==> config.mk <==
export PLATFORM = sky130hd
export DESIGN_NAME = reset_sequencer
export DESIGN_NICKNAME = d
export VERILOG_FILES = /design/src/rtl/rstseq_pkg.sv /design/src/rtl/rstseq_pin_filter.sv /design/src/rtl/rstseq_cause_reg.sv /design/src/rtl/rstseq_fsm.sv /design/src/rtl/reset_sequencer.sv
export SDC_FILE = /design/constraint.sdc
export NUM_CORES = 1
export LEC_CHECK = 0
export CELL_PAD_IN_SITES_DETAIL_PLACEMENT = 0
export CELL_PAD_IN_SITES_GLOBAL_PLACEMENT = 2
export CORE_UTILIZATION = 33
export CTS_BUF_LIST = sky130_fd_sc_hd__clkbuf_8
export CTS_CLUSTER_SIZE = 14
export DETAILED_ROUTE_END_ITERATION = 16
export DONT_BUFFER_PORTS = 1
export PLACE_DENSITY_LB_ADDON = 0.1
export SLEW_MARGIN = 15
export SYNTH_ARGS = -nofsm -noshare
export SYNTH_HDL_FRONTEND = slang
export SYNTH_SLANG_ARGS = --single-unit
==> constraint.sdc <==
create_clock -name clk -period 1.74 [get_ports clk]
set_clock_uncertainty 0.15 [all_clocks]
set_input_delay 0.087 -clock clk [delete_from_list [all_inputs] [get_ports clk]]
set_output_delay 0.087 -clock clk [all_outputs]
set_load 0.02 [all_outputs]
==> src/rtl/rstseq_pkg.sv <==
package rstseq_pkg;

    typedef enum logic [2:0] {
        ST_BIAS,
        ST_PWRT,
        ST_HOLD,
        ST_ALIGN,
        ST_RUN
    } seq_state_t;

    localparam int unsigned NUM_CAUSES = 8;

    // flag bit positions
    localparam int unsigned CF_POR     = 0;
    localparam int unsigned CF_PIN_RUN = 1;
    localparam int unsigned CF_PIN_SLP = 2;
    localparam int unsigned CF_WDT     = 3;
    localparam int unsigned CF_BOR     = 4;
    localparam int unsigned CF_SWR     = 5;
    localparam int unsigned CF_TRAP    = 6;
    localparam int unsigned CF_BADOP   = 7;

endpackage

==> src/rtl/rstseq_pin_filter.sv <==
module rstseq_pin_filter #(
    parameter int unsigned FILT_LEN = 4
) (
    input  logic clk,
    input  logic init,
    input  logic pin_n,
    output logic asserted
);
    localparam int unsigned CW = $clog2(FILT_LEN + 1);

    logic [1:0]    sync_q;
    logic [CW-1:0] run_cnt;
    logic          asserted_q;
    logic          low_now;

    assign low_now = ~sync_q[1];

    always_ff @(posedge clk) begin
        if (init) begin
            sync_q     <= 2'b11;
            run_cnt    <= '0;
            asserted_q <= 1'b0;
        end else begin
            sync_q <= {sync_q[0], pin_n};
            if (low_now != asserted_q) begin
                if (run_cnt == CW'(FILT_LEN - 1)) begin
                    asserted_q <= low_now;
                    run_cnt    <= '0;
                end else begin
                    run_cnt <= run_cnt + 1'b1;
                end
            end else begin
                run_cnt <= '0;
            end
        end
    end

    assign asserted = asserted_q;

endmodule

==> src/rtl/rstseq_cause_reg.sv <==
module rstseq_cause_reg
    import rstseq_pkg::*;
(
    input  logic                  clk,
    input  logic                  init,
    input  logic [NUM_CAUSES-1:0] set_vec,
    input  logic                  wr_en,
    input  logic [NUM_CAUSES-1:0] wr_data,
    output logic [NUM_CAUSES-1:0] flags
);
    logic [NUM_CAUSES-1:0] flag_q;

    for (genvar i = 0; i < NUM_CAUSES; i++) begin : g_bit
        always_ff @(posedge clk) begin
            if (init) begin
                flag_q[i] <= (i == CF_POR);
            end else if (set_vec[i]) begin
                flag_q[i] <= 1'b1;
            end else if (wr_en && !wr_data[i]) begin
                flag_q[i] <= 1'b0;
            end
        end
    end

    assign flags = flag_q;

endmodule

==> src/rtl/rstseq_fsm.sv <==
module rstseq_fsm
    import rstseq_pkg::*;
#(
    parameter int unsigned BIAS_CYC = 5,
    parameter int unsigned UNIT_CYC = 3
) (
    input  logic       clk,
    input  logic       init,
    input  logic       restart,
    input  logic       hold_req,
    input  logic       q1_mark,
    input  logic [1:0] pwrt_sel,
    output logic       sys_rst
);
    localparam int unsigned LEN4  = 4  * UNIT_CYC;
    localparam int unsigned LEN16 = 16 * UNIT_CYC;
    localparam int unsigned LEN64 = 64 * UNIT_CYC;
    localparam int unsigned MAXC  = (BIAS_CYC > LEN64) ? BIAS_CYC : LEN64;
    localparam int unsigned CW    = $clog2(MAXC + 1);

    seq_state_t    st_q, st_d;
    logic [CW-1:0] cnt_q, cnt_d;
    logic [CW-1:0] pwrt_len;

    always_comb begin
        unique case (pwrt_sel)
            2'd0:    pwrt_len = '0;
            2'd1:    pwrt_len = CW'(LEN4);
            2'd2:    pwrt_len = CW'(LEN16);
            default: pwrt_len = CW'(LEN64);
        endcase
    end

    // state register
    always_ff @(posedge clk) begin
        if (init) begin
            st_q  <= ST_BIAS;
            cnt_q <= '0;
        end else begin
            st_q  <= st_d;
            cnt_q <= cnt_d;
        end
    end

    // next state
    always_comb begin
        st_d  = st_q;
        cnt_d = cnt_q;
        if (restart) begin
            st_d  = ST_BIAS;
            cnt_d = '0;
        end else begin
            unique case (st_q)
                ST_BIAS: begin
                    if (cnt_q == CW'(BIAS_CYC - 1)) begin
                        cnt_d = '0;
                        st_d  = (pwrt_len == '0) ? ST_ALIGN : ST_PWRT;
                    end else begin
                        cnt_d = cnt_q + 1'b1;
                    end
                end
                ST_PWRT: begin
                    if (cnt_q == pwrt_len - 1'b1) begin
                        cnt_d = '0;
                        st_d  = ST_ALIGN;
                    end else begin
                        cnt_d = cnt_q + 1'b1;
                    end
                end
                ST_HOLD: begin
                    if (!hold_req) st_d = ST_ALIGN;
                end
                ST_ALIGN: begin
                    if (hold_req)     st_d = ST_HOLD;
                    else if (q1_mark) st_d = ST_RUN;
                end
                ST_RUN: begin
                    if (hold_req) st_d = ST_HOLD;
                end
                default: begin
                    st_d  = ST_BIAS;
                    cnt_d = '0;
                end
            endcase
        end
    end

    // outputs
    always_comb begin
        unique case (st_q)
            ST_RUN:  sys_rst = 1'b0;
            default: sys_rst = 1'b1;
        endcase
    end

endmodule

==> src/rtl/reset_sequencer.sv <==
module reset_sequencer
    import rstseq_pkg::*;
#(
    parameter int unsigned BIAS_CYC = 5,
    parameter int unsigned UNIT_CYC = 3,
    parameter int unsigned FILT_LEN = 4
) (
    input  logic       clk,
    input  logic       por_req,
    input  logic       pin_n,
    input  logic       sleeping,
    input  logic       wdt_expire,
    input  logic       bor_req,
    input  logic       sw_rst,
    input  logic       trap_lock,
    input  logic       bad_op,
    input  logic [1:0] pwrt_sel,
    input  logic       q1_mark,
    input  logic       flag_wr_en,
    input  logic [7:0] flag_wr_data,
    output logic       sys_rst,
    output logic       wdt_wake,
    output logic [7:0] cause_flags
);
    logic                  pin_asserted;
    logic                  wdt_run;
    logic                  hold_req;
    logic [NUM_CAUSES-1:0] set_vec;
    logic                  wake_q;

    rstseq_pin_filter #(.FILT_LEN(FILT_LEN)) u_filt (
        .clk      (clk),
        .init     (por_req),
        .pin_n    (pin_n),
        .asserted (pin_asserted)
    );

    assign wdt_run  = wdt_expire & ~sleeping;
    assign hold_req = pin_asserted | wdt_run | sw_rst | trap_lock | bad_op;

    always_comb begin
        set_vec             = '0;
        set_vec[CF_PIN_RUN] = pin_asserted & ~sleeping;
        set_vec[CF_PIN_SLP] = pin_asserted & sleeping;
        set_vec[CF_WDT]     = wdt_run;
        set_vec[CF_BOR]     = bor_req;
        set_vec[CF_SWR]     = sw_rst;
        set_vec[CF_TRAP]    = trap_lock;
        set_vec[CF_BADOP]   = bad_op;
    end

    rstseq_cause_reg u_flags (
        .clk     (clk),
        .init    (por_req),
        .set_vec (set_vec),
        .wr_en   (flag_wr_en),
        .wr_data (flag_wr_data),
        .flags   (cause_flags)
    );

    rstseq_fsm #(.BIAS_CYC(BIAS_CYC), .UNIT_CYC(UNIT_CYC)) u_fsm (
        .clk      (clk),
        .init     (por_req),
        .restart  (bor_req),
        .hold_req (hold_req),
        .q1_mark  (q1_mark),
        .pwrt_sel (pwrt_sel),
        .sys_rst  (sys_rst)
    );

    always_ff @(posedge clk) begin
        if (por_req) wake_q <= 1'b0;
        else         wake_q <= wdt_expire & sleeping;
    end

    assign wdt_wake = wake_q;

endmodule

==> results.md <==
* Status: finished, violations left
* Violated checks: negative setup slack
* Setup WS post-layout at -116.3 ps
* DRC errors left at 0
* Critical path type: reg -> reg
* Max Root-Sink Buffers at 2
* Reg2Reg Depth at 8
* Hold Path Depth at 3
* Port Buf Inserts at 0
* Post-synth EDFFs at 0
* Crit path required time at 1800 ps
* Chip width at 65.28 microns
* Post-layout min period at 1856 ps
* Post-DP Area at 1459 sq um
* Sink Count at 26
* Final Cell Area at 1901 sq um
* Fill count at 361
* RSZ-0062 raised after global routing: yes
* Worst setup path start: u_fsm.cnt_q[0]
* Synth cell types at 36
* Largest vdd supply drop at 312.9 uV
* Final setup viols at 10
* Leak Pwr at 0.7827 nW
* RR Endpoint: u_fsm.cnt_q[6]
* FF-to-FF setup slack at -120 ps
* Share of cells above drive strength 1 at 0.2683
* Fin crit share at 1.067
* Most used DFF post-synth: dfxtp_1
* Worst-Margin Slew at 513.1 ps
* Critical Path End Type: register
* Die H at 65.28 microns
* Clock Pin Slew Worst Setup and Hold Paths at 100 ps
* Post-synth ARST share at 0
* DP HPWL at 2161 microns
* Skew-Pair Late Insertion Delay at 270 ps
* # Max-Cap Violations at 0
* Placed cell count at 219
* Routed len/inst at 13.15 microns
* Worst hold slack at 30.59 ps
* Total track usage at 0.1670
* Die area at 4261 sq um
* IO Pins at 31
* Routed vias at 1224
* Synth Register Bits at 26
* Vias in the first global route at 1197
* Post-Syn Area at 1321 sq um
* RR Startpoint: u_fsm.cnt_q[0]
* CTS Root Cell: clkbuf_8
* Max-slew violations at 0
* Gr ovfl total at 0
* Mapped Nets at 189
* CTS buffer count at 3
* Final Hold Fails at 0
* CP Capture Point: u_fsm.cnt_q[6]
* Syn. warnings at 0
* Largest net degree at the start of global routing at 16
* Worst setup slack after placement at -132.5 ps
* Crit path DAT at 1910 ps
* Router iterations before antenna repair at 4
* Post-detailed-route count of antenna-violating nets at 0
* Area grow syn2layout at 43.84%
* Core Box Area at 3744 sq um
* Antenna Cells at 0
* Total Routed Length at 3327 microns
* Final cell count without fillers at 253
* Power Total at 1.279 mW
* Sequential fraction of the synthesis area at 0.3939
* CP Max Fanout at 6
* Initial antenna violation count at 0
* Vias per Instance at 4.838
* H-tree depth at 1
* GP Congestion at 0.7951
* Hold Crit Class: in -> reg
* Final core utilization at 0.5077
* First DRT Iteration DRCs at 61
* First-pass GRT wire length at 5430 microns
* Slew HR at 0.6568
* Initial core utilization at 0.3529
* Rows at 22
* Commonest non-fill, non-tap cells in the layout: 24 x nand2_1, 24 x buf_4, 22 x dfxtp_1
* Worst Setup Start Kind: register
* Syn Area/Cell at 8.156 sq um
* CTS tree: done
* Final nets at 233
* Setup TNS Final at -861.5 ps
* Mapped Cells at 162
* F_max at 0.5387 GHz
* Cell Pwr Density at 673.0 nW/um^2
## how the worst min path moves through the flow
stage          startpoint                to  slack, ps
2_1_floorplan       pin_n  u_filt.sync_q[0]         40
3_3_place_gp      por_req  u_flags.flags[4]          8
3_5_place_dp      por_req  u_flags.flags[3]         10
4_1_cts        flag_wr_en  u_flags.flags[0]         30
5_1_grt        flag_wr_en  u_flags.flags[2]         80
6_report       flag_wr_en  u_flags.flags[0]         30
## critical path, stage by stage, from the launching register on
cell and delay [ps]:
dfxtp_2 360, inv_2 50, ha_4 150, nor4b_4 120
a211o_1 290, a31oi_4 260, clkbuf_16 200, nand2_1 50
a31oi_1 160
## routing by layer
metal,track usage,wire (microns),share of wire,up-vias
met3,0.02257,117,0.035,8
met1,0.2122,1539,0.46,558
met4,0.05978,64,0.019,0
li1,-,-,-,633
met2,0.2861,1605,0.48,25
met5,0,0,0,-
## cell type report
class	instances	area, sq um	share of cell area
Sequential cell	26	528.0	0.2778
Inverter	11	41.29	0.02172
Timing Repair Buffer	46	427.9	0.2251
Multi-Input combinational cell	118	772.0	0.4062
Tap cell	48	60.06	0.03160
Clock inverter	1	30.03	0.01580
Clock buffer	3	41.29	0.02172
## power breakdown
part | switching, mW | total (mW) | internal, mW
sequential | 0.0225 | 0.632 | 0.609
clock | 0.204 | 0.512 | 0.308
combinational | 0.0561 | 0.135 | 0.0791
## kinds of logic after synthesis
family          synth area share
fa+ha+maj                0.05682
mux                      0.01515
compound gates            0.1619
simple gates              0.2841
buf+inv                  0.07480
xor+xnor                 0.01326
flops                     0.3939
## Yosys cell counts, types with 2 or more instances
cell type  instances  area share
ha_1               6       0.057
nor3_1             2      0.0076
a21oi_1           11       0.042
o22ai_1            2      0.0095
dfxtp_1           26        0.39
xor2_1             2       0.013
buf_6              3       0.026
nor2_1            18       0.051
a31oi_1            5       0.024
inv_1             11       0.031
or2_2              4       0.019
nand2_1           24       0.068
nand2b_1           5       0.024
nand3b_1           2       0.011
o21ai_0           10       0.038
mux2i_1            2       0.015
nand3_1            9       0.034
buf_4              2       0.011
## repair_timing
item / in CTS / in global routing
gates resized for setup: 19 / 1
hold buffers: 18 / 0
setup buffers: 12 / 0
pin swaps: 7 / 6
setup endpoints to repair: 10 / 10
cloned: 0 / 1
endpoints found under the hold margin: 23 / 0
## registers in the layout, summed over array words and instances (netlist names)
name	cells
u_flags.flags	8
u_fsm.cnt_q	8
u_filt.run_cnt	3
u_fsm.st_q	3
u_filt.sync_q	2
u_filt.asserted	1
wdt_wake	1
(Power assumes the default switching activity.)
